### config.mk
export PLATFORM = sky130hd
export DESIGN_NAME = hub_rptr_ctl
export DESIGN_NICKNAME = d
export VERILOG_FILES = /design/src/rtl/hub_rptr_pkg.sv /design/src/rtl/hub_rptr_arb.sv /design/src/rtl/hub_rptr_drain.sv /design/src/rtl/hub_rptr_fsm.sv /design/src/rtl/hub_rptr_ctl.sv
export SDC_FILE = /design/constraint.sdc
export NUM_CORES = 1
export LEC_CHECK = 0
export BUFFER_PORTS_ARGS = -buffer_cell sky130_fd_sc_hd__buf_2
export CAP_MARGIN = 10
export CELL_PAD_IN_SITES_DETAIL_PLACEMENT = 2
export CELL_PAD_IN_SITES_GLOBAL_PLACEMENT = 2
export CORE_MARGIN = 2
export CORE_UTILIZATION = 24
export CTS_BUF_LIST = sky130_fd_sc_hd__clkbuf_4
export CTS_CLUSTER_SIZE = 16
export DETAILED_ROUTE_END_ITERATION = 8
export PLACE_DENSITY = 0.94
export SYNTH_ARGS = -nofsm -noshare
export SYNTH_HDL_FRONTEND = slang
export SYNTH_SLANG_ARGS = --single-unit
### constraint.sdc
create_clock -name clk -period 4.1 [get_ports clk]
set_input_delay 0.82 -clock clk [delete_from_list [all_inputs] [get_ports clk]]
set_output_delay 0.82 -clock clk [all_outputs]
set_load 0.005 [all_outputs]
### src/rtl/hub_rptr_pkg.sv
// Shared types for the hub repeater connectivity controller.
// Assumes: the state codes are visible at the top's ports, so the values are fixed.
package hub_rptr_pkg;
    typedef enum logic [1:0] {
        ST_UP_SOP  = 2'd0,
        ST_UP_EOP  = 2'd1,
        ST_ANY_SOP = 2'd2,
        ST_DN_EOP  = 2'd3
    } rptr_state_t;

    typedef enum logic [1:0] {
        DIR_NONE = 2'd0,
        DIR_DOWN = 2'd1,
        DIR_UP   = 2'd2
    } rptr_dir_t;
endpackage

### src/rtl/hub_rptr_arb.sv
// Fixed-priority picker over downstream start pulses.
// Picks the lowest-numbered active request; purely combinational.
// Assumes: N_DN >= 1 and IDX_W wide enough to hold N_DN-1.
module hub_rptr_arb #(
    parameter int N_DN  = 4,
    parameter int IDX_W = 2
) (
    input  logic [N_DN-1:0]  req,
    output logic             hit,
    output logic [IDX_W-1:0] idx
);
    // Scan from the top index down so that the lowest index wins.
    always_comb begin
        idx = '0;
        for (int i = N_DN - 1; i >= 0; i--) begin
            if (req[i]) idx = IDX_W'(i);
        end
    end

    // Any request present.
    assign hit = |req;
endmodule

### src/rtl/hub_rptr_drain.sv
// Teardown qualifier: holds an end-of-packet until the elasticity buffer drains.
// done is high in the cycle where an end pulse (now or earlier) meets an empty buffer.
// Assumes: flush clears any held end pulse; it takes priority over new ones.
module hub_rptr_drain (
    input  logic clk,
    input  logic rst_n,
    input  logic eop_in,
    input  logic buf_empty,
    input  logic flush,
    output logic done
);
    logic held;

    // Teardown is allowed once an end pulse exists and the buffer is empty.
    assign done = (eop_in | held) & buf_empty;

    // Remember an end pulse that arrived before the buffer drained.
    always_ff @(posedge clk) begin
        if (!rst_n || flush || done) held <= 1'b0;
        else if (eop_in)             held <= 1'b1;
    end
endmodule

### src/rtl/hub_rptr_fsm.sv
// Four-state microframe connectivity sequencer with owner latch and port-kill request.
// Assumes: events are single-cycle pulses; drain_done already contains buffer drain.
module hub_rptr_fsm
    import hub_rptr_pkg::*;
#(
    parameter int N_DN  = 4,
    parameter int IDX_W = 2
) (
    input  logic             clk,
    input  logic             rst_n,
    input  logic             up_sop,
    input  logic             dn_hit,
    input  logic [IDX_W-1:0] dn_idx,
    input  logic             drain_done,
    input  logic             eof1,
    input  logic             eof2,
    input  logic             sof_locked,
    output rptr_state_t      state,
    output logic [IDX_W-1:0] owner,
    output logic [N_DN-1:0]  kill
);
    rptr_state_t      nxt;
    logic             frame_end;
    logic             take_dn;
    logic             kill_now;
    logic [N_DN-1:0]  owner_hot;

    assign frame_end = eof1 | eof2;
    assign take_dn   = !frame_end && state == ST_ANY_SOP && !up_sop && dn_hit;
    assign kill_now  = eof2 && state == ST_DN_EOP;

    // Next-state selection; frame markers override every other event.
    always_comb begin
        nxt = state;
        if (frame_end) begin
            nxt = ST_UP_SOP;
        end else begin
            case (state)
                ST_UP_SOP:  if (up_sop) nxt = ST_UP_EOP;
                ST_UP_EOP:  if (drain_done) nxt = sof_locked ? ST_ANY_SOP : ST_UP_SOP;
                ST_ANY_SOP: begin
                    if (up_sop)      nxt = ST_UP_EOP;
                    else if (dn_hit) nxt = ST_DN_EOP;
                end
                ST_DN_EOP:  if (drain_done) nxt = ST_ANY_SOP;
                default:    nxt = ST_UP_SOP;
            endcase
        end
    end

    // One-hot form of the owner index, one bit per port.
    for (genvar p = 0; p < N_DN; p++) begin : g_hot
        assign owner_hot[p] = (owner == IDX_W'(p));
    end

    // State, owner and kill registers.
    always_ff @(posedge clk) begin
        if (!rst_n) begin
            state <= ST_UP_SOP;
            owner <= '0;
            kill  <= '0;
        end else begin
            state <= nxt;
            if (take_dn) owner <= dn_idx;
            kill <= kill_now ? owner_hot : '0;
        end
    end

    // a frame marker always lands in the upstream-only wait.
    a_r6_frame_home: assert property (@(posedge clk) disable iff (!rst_n)
        (eof1 || eof2) |=> state == ST_UP_SOP);

    // at most one port is killed, and only as the controller returns home.
    a_r7_kill_onehot: assert property (@(posedge clk) disable iff (!rst_n)
        $onehot0(kill));
    a_r7_kill_home: assert property (@(posedge clk) disable iff (!rst_n)
        (|kill) |-> state == ST_UP_SOP);

    // an upstream start in the general wait never opens a downstream connection.
    a_r9_up_first: assert property (@(posedge clk) disable iff (!rst_n)
        (state == ST_ANY_SOP && up_sop && !eof1 && !eof2) |=> state == ST_UP_EOP && $stable(owner));
endmodule

### src/rtl/hub_rptr_ctl.sv
// Top of the hub repeater connectivity controller.
// Routes end pulses for the open connection to the drain qualifier, picks a
// downstream owner, and turns the state into direction and path enables.
// Assumes: all event inputs are validated single-cycle pulses in the clk domain.
module hub_rptr_ctl
    import hub_rptr_pkg::*;
#(
    parameter int N_DN  = 4,
    localparam int IDX_W = (N_DN > 1) ? $clog2(N_DN) : 1
) (
    input  logic             clk,
    input  logic             rst_n,
    input  logic             up_sop,
    input  logic             up_eop,
    input  logic [N_DN-1:0]  dn_sop,
    input  logic [N_DN-1:0]  dn_eop,
    input  logic             eof1,
    input  logic             eof2,
    input  logic             sof_locked,
    input  logic             buf_empty,
    output logic [1:0]       state_o,
    output logic [1:0]       dir_o,
    output logic             dn_path_en,
    output logic             up_path_en,
    output logic [IDX_W-1:0] owner_o,
    output logic [N_DN-1:0]  port_kill
);
    rptr_state_t      st;
    rptr_dir_t        dir;
    logic             dn_hit;
    logic [IDX_W-1:0] dn_idx;
    logic             eop_sel;
    logic             drain_done;

    hub_rptr_arb #(.N_DN(N_DN), .IDX_W(IDX_W)) u_arb (
        .req (dn_sop),
        .hit (dn_hit),
        .idx (dn_idx)
    );

    // Only the end pulse of the side that holds the connection counts.
    always_comb begin
        case (st)
            ST_UP_EOP: eop_sel = up_eop;
            ST_DN_EOP: eop_sel = dn_eop[owner_o];
            default:   eop_sel = 1'b0;
        endcase
    end

    hub_rptr_drain u_drain (
        .clk       (clk),
        .rst_n     (rst_n),
        .eop_in    (eop_sel),
        .buf_empty (buf_empty),
        .flush     (eof1 | eof2),
        .done      (drain_done)
    );

    hub_rptr_fsm #(.N_DN(N_DN), .IDX_W(IDX_W)) u_fsm (
        .clk        (clk),
        .rst_n      (rst_n),
        .up_sop     (up_sop),
        .dn_hit     (dn_hit),
        .dn_idx     (dn_idx),
        .drain_done (drain_done),
        .eof1       (eof1),
        .eof2       (eof2),
        .sof_locked (sof_locked),
        .state      (st),
        .owner      (owner_o),
        .kill       (port_kill)
    );

    // Direction follows the state directly.
    always_comb begin
        case (st)
            ST_UP_EOP: dir = DIR_DOWN;
            ST_DN_EOP: dir = DIR_UP;
            default:   dir = DIR_NONE;
        endcase
    end

    assign state_o    = st;
    assign dir_o      = dir;
    assign dn_path_en = (dir == DIR_DOWN);
    assign up_path_en = (dir == DIR_UP);

    // the two paths are never enabled together.
    a_r2_paths_excl: assert property (@(posedge clk) disable iff (!rst_n)
        !(dn_path_en && up_path_en));

    // an upstream connection stays open while the buffer still holds bits.
    a_r3_wait_drain: assert property (@(posedge clk) disable iff (!rst_n)
        (st == ST_UP_EOP && !buf_empty && !eof1 && !eof2) |=> st == ST_UP_EOP);

    // a downstream connection and its owner hold while the buffer still holds bits.
    a_r5_dn_hold: assert property (@(posedge clk) disable iff (!rst_n)
        (st == ST_DN_EOP && !buf_empty && !eof1 && !eof2) |=> st == ST_DN_EOP && $stable(owner_o));

    // downstream starts cannot move the controller out of the upstream-only wait.
    a_r8_up_only: assert property (@(posedge clk) disable iff (!rst_n)
        (st == ST_UP_SOP && !up_sop) |=> st == ST_UP_SOP);
endmodule

# ---- Word-level counts from Yosys, hierarchy flattened
# Index checks and enable logic that the tools add are counted.
dict set report op_classes {
  n_lt_le_gt_ge 1
  n_eq_ne 12
  n_mux 15
  bitwise_logic 4
  reduce_logical 15
}
# operator count
set op_table {}
lappend op_table {{two-way mux 2 bit} 10}
lappend op_table {{== test 2 bit (second input constant)} 5}
lappend op_table {{one-hot mux 2 bit (4 select lines)} 1}
lappend op_table {{== test 2 x 1 -> 1 bit (second input constant)} 3}
lappend op_table {{inequality test 2 bit (second input constant)} 3}
lappend op_table {{logical AND 1 bit} 4}
lappend op_table {{logical NOT 2 bit} 2}
lappend op_table {{one-hot mux 2 bit (2 select lines)} 1}
lappend op_table {{AND reduction 4 bit} 1}
lappend op_table {{OR reduction 4 bit} 1}
lappend op_table {{logical NOT 1 bit} 3}
lappend op_table {{less-than comparator 2 x 3 -> 1 bit (second input constant)} 1}
lappend op_table {{inequality test 3 x 2 -> 1 bit (second input constant)} 1}
lappend op_table {{binary-select mux 1 bit (select 2 bit)} 1}
lappend op_table {{logical OR 1 bit} 2}
lappend op_table {{bitwise OR 1 bit} 2}
lappend op_table {{one-hot mux 1 bit (2 select lines)} 1}
lappend op_table {{AND reduction 2 bit} 1}
lappend op_table {{OR reduction 2 bit} 1}
lappend op_table {{bitwise AND 1 bit} 1}
lappend op_table {{two-way mux 1 bit} 1}
lappend op_table {{inverter 1 bit} 1}
dict set report word_totals {
  ff_bits 9
  inputBits 16
  out_inout_bits 12
  elab_cells 51
}

# ---- Logic depth before layout (Yosys ltp)
# Gate-level depths: netlist of run 1.
dict set report logic_depth {
  word_depth 7
  mapped_depth 5
  mapped_depth_nobuf 4
}

# ---- By module
# From an unflattened synthesis of run 1, not the netlist that was laid out.
dict set report unflattened {
  hier_cells 52
  area_unflattened_um2 462.9
}
# mod n_inst cells_per_inst area_per_inst_um2 seq_area_each_um2
set by_module_without_submodules {}
lappend by_module_without_submodules {hub_rptr_fsm 1 30 300.3 160.2}
lappend by_module_without_submodules {hub_rptr_ctl 1 11 82.6 0.0}
lappend by_module_without_submodules {hub_rptr_drain 1 4 45.0 20.0}
lappend by_module_without_submodules {hub_rptr_arb 1 7 35.0 0.0}

# ---- Worst setup path before layout of run 1
# OpenSTA, ideal clock, no wires.
dict set report synth_path {
  path_kind {input to register}
  startpoint {input dn_eop[3]}
  endpoint {register u_fsm.state[1]}
  setup_time_ps 127
  arrival_time_ps 1758
  t_required_ps 3973
  path_slack_ps 2216
  cell_stages 4
  n_path_buf 0
  cell_sequence {mux4_2 > a211oi_2 > a211oi_1 > mux2i_1}
}
dict set report synth_via {
  elab_chain_cells 7
  word_cells_on_any_way 8
  cone_classes {eq/ne: 2; mux: 3; bitwise: 2; reduce/logical: 1}
}
# element line_no
set synth_rtl {}
lappend synth_rtl {{from (decl)} hub_rptr_ctl.sv:16} ;# input logic [N_DN-1:0] dn_eop,
lappend synth_rtl {{binary-select mux 1 bit (select 2 bit) *} hub_rptr_ctl.sv:45} ;# ST_DN_EOP: eop_sel = dn_eop[owner_o];
lappend synth_rtl {{two-way mux 1 bit (implied by the code) *} hub_rptr_ctl.sv:45}
lappend synth_rtl {{one-hot mux 1 bit (2 select lines) *} hub_rptr_ctl.sv:43} ;# case (st)
lappend synth_rtl {{bitwise OR 1 bit *} hub_rptr_drain.sv:15} ;# assign done = (eop_in | held) & buf_empty;
lappend synth_rtl {{bitwise AND 1 bit *} hub_rptr_drain.sv:15}
lappend synth_rtl {{inequality test 2 bit (no source line)} -}
lappend synth_rtl {{AND reduction 4 bit (no source line) *} -}
lappend synth_rtl {{to (signal assigned)} hub_rptr_fsm.sv:63} ;# state <= nxt;
lappend synth_rtl {{to (decl)} hub_rptr_fsm.sv:18} ;# output rptr_state_t state,
# Every way passes the cells marked *; elsewhere a longest branch is shown, timed or not. The select of a mux whose other input is x is not followed.
# A chain may end at the register's enable or synchronous reset.

# ---- Worst setup path after layout of run 1
dict set report layout_path {
  startpoint {register u_fsm.state[1]}
  endpoint {output up_path_en}
}
dict set report layout_via {
  elab_chain_cells 3
  word_cells_on_any_way 4
  cone_classes {eq/ne: 3; mux: 1}
}
# element line_no
set layout_rtl {}
lappend layout_rtl {{== test 2 bit or == test 2 x 1 -> 1 bit (tied branches)} hub_rptr_ctl.sv:76} ;# case (st)
lappend layout_rtl {{one-hot mux 2 bit (2 select lines) *} hub_rptr_ctl.sv:76}
lappend layout_rtl {{== test 2 bit *} hub_rptr_ctl.sv:86} ;# assign up_path_en = (dir == DIR_UP);
lappend layout_rtl {{to (decl)} hub_rptr_ctl.sv:24} ;# output logic up_path_en,
# Every way passes the cells marked *; elsewhere a longest branch is shown, timed or not.

==> results of run 1 <==
[cell families (layout without fill, tap and decap cells)]
group,after synthesis,count (layout)
muxes,2,2
and+or+nand+nor,27,27
DFF,9,9
buffers and inverters,5,33
AOI/OAI and AO/OA,10,10
[sequential cells by signal, summed over array words and instances, names as in the netlist]
| register | flops |
|---|---|
| u_fsm.owner | 2 |
| u_drain.held | 1 |
| u_fsm.state | 2 |
| u_fsm.kill | 4 |
[final cells by class]
cell class | count | area (µm²)
Clock buffer | 4 | 30.0
Fill cell | 225 | 1120
Inverter | 2 | 7.51
Multi-Input combinational cell | 39 | 241
Sequential cell | 9 | 180
Tap cell | 25 | 31.3
Timing Repair Buffer | 27 | 135
[synthesized netlist by cell type (all sizes together)]
cell type | number | area (µm²)
nor2b | 3 | 18.8
o21ai | 2 | 10.0
inv | 2 | 7.51
nand2 | 4 | 15.0
mux2i | 1 | 10.0
dfxtp | 9 | 180
nor2 | 10 | 37.5
o21a | 1 | 7.51
clkbuf | 1 | 3.75
nor4 | 1 | 6.26
and3 | 2 | 13.8
nor3b | 1 | 7.51
nor3 | 2 | 10.0
o221a | 2 | 22.5
nand3 | 3 | 15.0
and2 | 1 | 6.26
a21oi | 2 | 10.0
a211oi | 2 | 20.0
mux4 | 1 | 22.5
buf | 2 | 15.0
a21o | 1 | 8.76
[power groups by stage]
stage / clock network [mW] / logic (mW) / registers, mW
detailed placement: 0 / 0.0198 / 0.0905
global route: 0.0843 / 0.0222 / 0.0885
floorplan: 0 / 0.00811 / 0.0902
CTS: 0.0793 / 0.0201 / 0.0885
global placement: 0 / 0.0183 / 0.0904
finish: 0.0772 / 0.0197 / 0.0885
[per-layer routing]
metal / global-route usage (%) / wire, µm / up-vias
li1: - / - / 241
met1: 15.9 / 552 / 235
met4: 11.7 / 29 / 0
met3: 2.31 / 107 / 4
met2: 32.9 / 826 / 25
met5: 0 / 0 / -
[stage by stage]
stage / power (mW) / utilization [%] / setup WS, ps
6_report: 0.185 / 35.8 / 2140
5_1_grt: 0.195 / 35.8 / 2070
4_1_cts: 0.188 / 35.8 / 2140
3_5_place_dp: 0.110 / 34.1 / 2000
3_3_place_gp: 0.109 / 34.1 / 2060
2_1_floorplan: 0.0984 / - / 2220
[critical path, cell delays in order, from the launching register on]
cell and delay, ps:
sky130_fd_sc_hd__dfxtp_1 520, sky130_fd_sc_hd__and2_1 220, sky130_fd_sc_hd__buf_2 130
[final timing paths]
kind,from,cells past startpoint,slack (ps),end
min,u_fsm.owner[0],1,530,u_fsm.kill[2]
min reg2reg,u_fsm.owner[0],1,530,u_fsm.kill[2]
max,u_fsm.state[1],2,2140,up_path_en
max reg2reg,u_fsm.owner[0],4,2390,u_fsm.state[1]
==> summary.md, run 1 <==
| Metric | Value |
|---|---|
| Run status | finished clean |
| Commonest cells after routing, fill and taps aside | sky130_fd_sc_hd__buf_2, sky130_fd_sc_hd__nor2_1, sky130_fd_sc_hd__dfxtp_1 |
| DIE AREA | 2230 µm² |
| YS warnings | 0 |
| Net count of the finished layout | 98 |
| Final Non-Filler Cells | 106 |
| Chip Width | 47.2 µm |
| CP Class | flip-flop to primary output |
| Sequential area share after synthesis | 40.2% |
| Worst EP arrival | 1140 ps |
| Net count of the mapped netlist | 69 |
| Achievable Freq | 510 MHz |
| Antenna violations before repair | 0 |
| Initial cell density of the core | 25.7% |
| Number of placed instances, taps included | 102 |
| Standby leakage power | 0.312 nW |
| I/O pins | 28 |
| Number of sinks driven by the clock tree | 9 |
| Simple-gate area share of the yosys netlist | 29.1% |
| Leading cell type in the layout, fill and taps excluded | sky130_fd_sc_hd__buf_2 |
| Setup skew after layout | 1.58 ps |
| Total negative slack | 0 ps |
| Category of the worst setup path capture point | primary output |
| Placement row count | 15 |
| Critical-path maximum fanout | 10 |
| Area of the placeable core | 1750 µm² |
| Final estimated routing congestion in global placement | 0.691 |
| Switching part of the total power | 23.5% |
| Root buffer cell | sky130_fd_sc_hd__clkbuf_4 |
| Unrepaired setup endpoints after global routing | no |
| Post-synthesis compound-gate area fraction | 17.6% |
| Share of power burned in registers | 47.7% |
| Synth Area in XOR/XNOR | 0% |
| Required time of the critical path | 3280 ps |
| DR pass1 iterations | 4 |
| Layout cells sized above 1 | 45.7% |
| Worst vdd rail ir drop | 0.000137 V |
| Worst skew pair latency | 260 ps |
| Detailed Place HPWL | 1240 µm |
| Count of routing violations after the opening detailed-route iteration | 6 |
| Largest buffer count on any clock path | 2 |
| Die Ht | 47.2 µm |
| Proportion of synthesized area in mux cells | 7.26% |
| Number of slew-limit violations in the final report | 0 |
| Count of port buffers added during placement | 27 |
| Placed Instance Area | 596 µm² |
| Syn Area/Cell | 8.45 µm² |
| H-Tree Level Count | 1 |
| Share of total power in the clock network | 41.7% |
| Final routed DRC violation total | 0 |
| Number of hold buffers added after CTS | 0 |
| Relative slew margins | 77.0% |
| Routed vias/inst | 4.76 |
| Clock tree from TritonCTS | built |
| Library cells used by synthesis | 23 |
| Synth-to-Final Area Change | 39.7% |
| Drt wl/cell | 14.3 µm |
| Via count | 505 |
| Cell area after synthesis | 448 µm² |
| Worst hold slack after final layout | 531 ps |
| Part of the cycle the worst path needs | 47.8% |
| Final non-filler cell area | 626 µm² |
| Power density cells | 296 nW/µm² |
| Final Hold Violating Endpoints | 0 |
| Int Pwr | 0.142 mW |
| Overall overflow remaining after global route | 0 |
| Max Cap Viol | 0 |
| Logic gate share of total power | 10.6% |
| Min cycle time layout | 1960 ps |
| Slew at the pin closest to its max-slew limit | 344 ps |
| Synthesized flop and latch total | 9 |
| Clock transition time at the flip-flop clock pins of the worst setup and hold paths | 60 ps |
| Maximum number of pins on one net before global-route repair | 11 |
| Detailed-route wire length | 1520 µm |
| Final Setup Violations | 0 |
| Number of global-route vias before repair | 519 |
| Antenna Violating Nets Remaining | 0 |
| GRT Resource Usage Total | 16.9% |
| Number of buffers created by CTS | 3 |
| Reported net switching power | 0.0435 mW |
| Buffers inserted during post-CTS setup optimization | 0 |
| Number of diodes | 0 |
| Wire length of the first global-routing pass | 2460 µm |
| Class of the tightest hold or removal check | flip-flop to flip-flop |
| Adder and majority gate portion of the synthesized area | 0% |
| Number of gates given a new drive strength after cts | 0 |
| Main combinational cell family by area after synthesis | simple AND/OR/NAND/NOR gates |
| Kind of start point of the critical path | flip-flop |
| Synthesized instance count | 53 |
No activity file was read; power rests on OpenSTA's default activity.
==> inputs of run 2 (changes only) <==
--- a/config.mk
+++ b/config.mk
@@ -10,11 +10,11 @@
 export CELL_PAD_IN_SITES_DETAIL_PLACEMENT = 2
 export CELL_PAD_IN_SITES_GLOBAL_PLACEMENT = 2
 export CORE_MARGIN = 2
-export CORE_UTILIZATION = 24
+export CORE_UTILIZATION = 22
 export CTS_BUF_LIST = sky130_fd_sc_hd__clkbuf_4
 export CTS_CLUSTER_SIZE = 16
 export DETAILED_ROUTE_END_ITERATION = 8
-export PLACE_DENSITY = 0.94
+export PLACE_DENSITY = 0.88
 export SYNTH_ARGS = -nofsm -noshare
 export SYNTH_HDL_FRONTEND = slang
 export SYNTH_SLANG_ARGS = --single-unit
==> constraint.sdc (replaced) <==
create_clock -name clk -period 1.9 [get_ports clk]
set_input_delay 0.38 -clock clk [delete_from_list [all_inputs] [get_ports clk]]
set_output_delay 0.38 -clock clk [all_outputs]
set_load 0.005 [all_outputs]
==> run 2 against run 1 <==
Register-to-register slack got worse by 2200 ps. Final cell count is 1.9% higher. Count of clock-buffer cells in the layout is the same. Global-route usage shrank 2.3 points. Wire length fell by 2.4%. Critical endpoint is now u_fsm.state[1]. Largest power group unchanged.
==> summary.md, run 2 (synthesis results as in run 1) <==
| Metric | Value |
|---|---|
| Run status | finished clean |
| Final Setup Violations | 0 |
| DR pass1 iterations | 3 |
| Int Pwr | 0.306 mW |
| Largest buffer count on any clock path | 2 |
| Wire length of the first global-routing pass | 2610 µm |
| Count of port buffers added during placement | 27 |
| Logic gate share of total power | 10.8% |
| Layout cells sized above 1 | 45.7% |
| Worst EP arrival | 1840 ps |
| I/O pins | 28 |
| Detailed Place HPWL | 1210 µm |
| Post-layout util | 32.3% |
| Depth of the critical timing path with buffers and inverters included | 4 |
| Critical-path maximum fanout | 7 |
| Min cycle time layout | 1700 ps |
| Antenna violations before repair | 0 |
| Via count | 491 |
| Net count of the finished layout | 98 |
| Fillcell total | 246 |
| Initial cell density of the core | 23.1% |
| Registers with the most flip-flops | u_fsm.kill (4), u_fsm.owner (2), u_fsm.state (2) |
| Total negative slack | 0 ps |
| Number of buffers created by CTS | 3 |
| Buffers inserted during post-CTS setup optimization | 0 |
| Setup skew after layout | 4.53 ps |
| Commonest cells after routing, fill and taps aside | sky130_fd_sc_hd__buf_2, sky130_fd_sc_hd__nor2_1, sky130_fd_sc_hd__dfxtp_1 |
| Die Ht | 49.1 µm |
| Synth-to-Final Area Change | 40.2% |
| Root buffer cell | sky130_fd_sc_hd__clkbuf_4 |
| Overall overflow remaining after global route | 0 |
| Clock tree from TritonCTS | built |
| Category of the worst setup path capture point | flip-flop |
| CP Class | flip-flop to flip-flop |
| Relative slew margins | 77.8% |
| Worst vdd rail ir drop | 0.000154 V |
| Register-to-register path setup slack | 200 ps |
| Class of the tightest hold or removal check | input port to flip-flop |
| Worst skew pair latency | 260 ps |
| Final routed DRC violation total | 0 |
| Cell family with most CP delay | multiplexers |
| Hold Path Stages | 2 |
| Antenna Violating Nets Remaining | 0 |
| Number of slew-limit violations in the final report | 0 |
| Number of hold buffers added after CTS | 0 |
| Count of routing violations after the opening detailed-route iteration | 4 |
| Chain of cells forming the critical path | mux4_2, a211oi_2, a211oi_1, mux2i_1 |
| Number of diodes | 0 |
| Required time of the critical path | 2040 ps |
| Power density cells | 630 nW/µm² |
| DIE AREA | 2410 µm² |
| Reported net switching power | 0.0896 mW |
| Routed vias/inst | 4.55 |
| Placement row count | 16 |
| GRT Resource Usage Total | 14.6% |
| Area of the placeable core | 1940 µm² |
| Achievable Freq | 588 MHz |
| Clock transition time at the flip-flop clock pins of the worst setup and hold paths | 60 ps |
| Share of total power in the clock network | 40.9% |
| Number of cell instances on the worst register-to-register path | 4 |
| H-Tree Level Count | 1 |
| Drt wl/cell | 13.7 µm |
| Number of gates given a new drive strength after cts | 0 |
| Standby leakage power | 0.312 nW |
| Slowest stage cell, crit path | sky130_fd_sc_hd__mux4_2 |
| Max Cap Viol | 0 |
| Detailed-route wire length | 1480 µm |
| Kind of start point of the critical path | flip-flop |
| Number of global-route vias before repair | 524 |
| Maximum number of pins on one net before global-route repair | 11 |
| Worst hold slack after final layout | 318 ps |
| Part of the cycle the worst path needs | 89.5% |
| Final estimated routing congestion in global placement | 0.671 |
| Slew at the pin closest to its max-slew limit | 333 ps |
| Max incr delay on CP | 570 ps |
| Leading cell type in the layout, fill and taps excluded | sky130_fd_sc_hd__buf_2 |
| Share of power burned in registers | 48.3% |
| Switching part of the total power | 22.7% |
| Number of buffers and inverters on the critical path | 0 |
| Number of sinks driven by the clock tree | 9 |
| Unrepaired setup endpoints after global routing | no |
| Top reg by flops | u_fsm.kill |
| Post-layout total power | 0.396 mW |
| Chip Width | 49.1 µm |
| Largest register FFs | 4 |
| Final Hold Violating Endpoints | 0 |
[run 2: layer usage]
metal	share of wire, %	global-route usage [%]
met5	0	0
met4	2.8	10.0
met3	7.5	4.29
met1	40	16.8
met2	50	23.2
[run 2: worst paths after layout]
kind / from / end
max reg2reg: u_fsm.owner[0] / u_fsm.state[1]
min reg2reg: u_fsm.owner[0] / u_fsm.kill[2]
min: buf_empty / u_drain.held
max: u_fsm.owner[0] / u_fsm.state[1]
[run 2: final cells by class]
cell class                 count  area, µm²  share of cell area [%]
inverter                       2       7.51                    1.20
timing repair buffer          27        135                    21.5
multi-input combinational     39        241                    38.4
tap                           27       33.8                    5.38
clock buffer                   4       30.0                    4.78
sequential                     9        180                    28.7
[run 2: power groups by stage]
stage | clock (mW) | sequential (mW) | combinational [mW]
final | 0.162 | 0.191 | 0.0426
after global routing | 0.187 | 0.191 | 0.0479
after CTS | 0.166 | 0.191 | 0.0435
after detailed placement | 0 | 0.195 | 0.0428
after global placement | 0 | 0.195 | 0.0400
after floorplan | 0 | 0.195 | 0.0175
[run 2: stage by stage]
stage / cell area [µm²] / std cells / worst slack (ps)
6_report: 628 / 108 / 199
5_1_grt: 628 / 108 / 84.9
4_1_cts: 628 / 108 / 163
3_5_place_dp: 598 / 104 / 196
3_3_place_gp: 598 / 104 / 292
2_1_floorplan: 448 / 53 / 345
[run 2: worst register-to-register path, stage by stage (launching register included)]
cell,delay [ps]
sky130_fd_sc_hd__dfxtp_1,450
sky130_fd_sc_hd__mux4_2,570
sky130_fd_sc_hd__a211oi_2,290
sky130_fd_sc_hd__a211oi_1,130
sky130_fd_sc_hd__mux2i_1,140
==> inputs of run 3 (changes only) <==
--- a/config.mk
+++ b/config.mk
@@ -15,6 +15,7 @@
 export CTS_CLUSTER_SIZE = 16
 export DETAILED_ROUTE_END_ITERATION = 8
 export PLACE_DENSITY = 0.88
+export SETUP_SLACK_MARGIN = 0.2
 export SYNTH_ARGS = -nofsm -noshare
 export SYNTH_HDL_FRONTEND = slang
 export SYNTH_SLANG_ARGS = --single-unit
==> run 3 against run 2 <==
Die area is the same. Power is essentially flat. Largest power group unchanged. Setup slack gained 120 ps. Maximum frequency grew 7.4%. Critical path type unchanged. Highest routed layer unchanged.
==> summary.md, run 3 (synthesis results as in run 1) <==
| Metric | Value |
|---|---|
| Number of global-route vias before repair | 524 |
| Final Setup Violations | 0 |
| Switching part of the total power | 22.6% |
| I/O pins | 28 |
| Logic gate share of total power | 10.8% |
| Antenna Violating Nets Remaining | 0 |
| Number of diodes | 0 |
| CP Class | flip-flop to flip-flop |
| Worst vdd rail ir drop | 0.000154 V |
| Number of placed instances, taps included | 104 |
| Fillcell total | 245 |
| Count of routing violations after the opening detailed-route iteration | 3 |
| Synth-to-Final Area Change | 40.5% |
| Kind of start point of the critical path | flip-flop |
| Share of total power in the clock network | 40.9% |
| Share of power burned in registers | 48.3% |
| Total negative slack | 0 ps |
| Setup skew after layout | 4.50 ps |
| Reported net switching power | 0.0896 mW |
| Hold worst-path end | u_drain.held |
| Startpoint of the lowest-slack register-to-register path | u_fsm.owner[0] |
| Die Ht | 49.1 µm |
| Power density cells | 629 nW/µm² |
| FF-to-FF End | u_fsm.state[1] |
| Met3 Use GR | 4.29% |
| Net count of the finished layout | 98 |
| Detailed-route wire length | 1480 µm |
| Post-layout total power | 0.396 mW |
| Commonest cells after routing, fill and taps aside | sky130_fd_sc_hd__buf_2, sky130_fd_sc_hd__nor2_1, sky130_fd_sc_hd__dfxtp_1 |
| Count of port buffers added during placement | 27 |
| Area occupied by registers | 181 µm² |
| Clock tree from TritonCTS | built |
| Register-to-register path setup slack | 320 ps |
| Run status | finished clean |
| Most used routing layer | met2 |
| GRT Resource Usage Total | 14.6% |
| Largest buffer count on any clock path | 2 |
| DIE AREA | 2410 µm² |
| Number of buffers created by CTS | 3 |
| Via count | 488 |
| Met2 GRT Util | 23.2% |
| Drt wl/cell | 13.7 µm |
| Final routed DRC violation total | 0 |
| Top reg by flops | u_fsm.kill |
| Area of the multi-input gates | 241 µm² |
| Wire length of the first global-routing pass | 2610 µm |
| Int Pwr | 0.306 mW |
| Largest register FFs | 4 |
| Achievable Freq | 631 MHz |
| Number of slew-limit violations in the final report | 0 |
| DR pass1 iterations | 3 |
| Clock transition time at the flip-flop clock pins of the worst setup and hold paths | 60 ps |
| Category of the worst setup path capture point | flip-flop |
| Slew at the pin closest to its max-slew limit | 323 ps |
| Worst skew pair latency | 260 ps |
| Initial cell density of the core | 23.1% |
| Buffers inserted during post-CTS setup optimization | 0 |
| Area of the placeable core | 1940 µm² |
| Chip Width | 49.1 µm |
| Hold Path Stages | 2 |
| Leading cell type in the layout, fill and taps excluded | sky130_fd_sc_hd__buf_2 |
| Routed vias/inst | 4.52 |
| Min-delay src | buf_empty |
| Placement row count | 16 |
| H-Tree Level Count | 1 |
| Standby leakage power | 0.312 nW |
| Root buffer cell | sky130_fd_sc_hd__clkbuf_4 |
| Number of cell instances on the worst register-to-register path | 4 |
| Max Cap Viol | 0 |
| Number of sinks driven by the clock tree | 9 |
| Class of the tightest hold or removal check | input port to flip-flop |
| Part of the cycle the worst path needs | 83.4% |
| Final Hold Violating Endpoints | 0 |
| Setup ws final | 315 ps |
| Layout cells sized above 1 | 46.9% |
| Detailed Place HPWL | 1210 µm |
| Worst-case setup slack after placement | 196 ps |
| Relative slew margins | 78.4% |
| Registers with the most flip-flops | u_fsm.kill (4), u_fsm.owner (2), u_fsm.state (2) |
| Worst EP arrival | 1730 ps |
| Fraction of met1 tracks used by global routing | 16.8% |
| Min cycle time layout | 1580 ps |
| Antenna violations before repair | 0 |
| Maximum number of pins on one net before global-route repair | 11 |
| Overall overflow remaining after global route | 0 |
| Final Non-Filler Cells | 108 |
| Final estimated routing congestion in global placement | 0.671 |
| Critical-path maximum fanout | 7 |
| Unrepaired setup endpoints after global routing | no |
| Required time of the critical path | 2040 ps |
==> run 3: cell counts in the layout (fill, tap and decap cells not counted) <==
Identical to the previous run, type by type.
==> run 3: worst max-delay path, stage by stage (launching register included) <==
cell and delay [ps]:
sky130_fd_sc_hd__dfxtp_2 390, sky130_fd_sc_hd__mux4_2 550, sky130_fd_sc_hd__a211oi_2 260, sky130_fd_sc_hd__a211oi_1 130
sky130_fd_sc_hd__mux2i_1 140
==> run 3: worst max-delay path by stage <==
stage | start | to | slack, ps | cells past startpoint
finish | u_fsm.owner[0] | u_fsm.state[1] | 320 | 4
global route | u_fsm.owner[0] | u_fsm.state[1] | 220 | 4
floorplan | u_fsm.owner[0] | u_fsm.state[1] | 350 | 4
detailed placement | u_fsm.owner[0] | u_fsm.state[1] | 200 | 4
global placement | u_fsm.owner[0] | u_fsm.state[1] | 290 | 4
CTS | u_fsm.owner[0] | u_fsm.state[1] | 250 | 4
==> run 3: per-layer routing <==
metal	up-vias	part of all wire [%]
met3	5	7.5
li1	242	-
met1	216	40
met2	25	50
met5	-	0
met4	0	2.8
==> run 3: area by class of cell <==
type | count | area share (%)
multi-input cells | 39 | 38.4
flip-flops and latches | 9 | 28.8
repair buffers | 27 | 21.5
well taps | 27 | 5.37
clock buffers | 4 | 4.77
inverters | 2 | 1.19
==> run 3: stage by stage <==
stage	instance area [µm²]	hold WS [ps]	util [%]
after floorplan	448	459	-
after global placement	598	504	30.8
after detailed placement	598	507	30.8
after CTS	629	313	32.4
after global routing	629	319	32.4
final	629	318	32.4
==> run 3: power groups by stage <==
stage          Combinational (mW)  Clock, mW  Sequential [mW]
6_report                   0.0426      0.162            0.191
2_1_floorplan              0.0175          0            0.195
3_5_place_dp               0.0428          0            0.195
5_1_grt                    0.0480      0.187            0.191
3_3_place_gp               0.0400          0            0.195
4_1_cts                    0.0435      0.166            0.191
==> run 3: what timing repair did <==
item / CTS / global route
hold buffers: 0 / 0
setup endpoints to repair: 1 / 1
pin swaps: 0 / 1
gates cloned: 0 / 0
resized for setup: 1 / 0
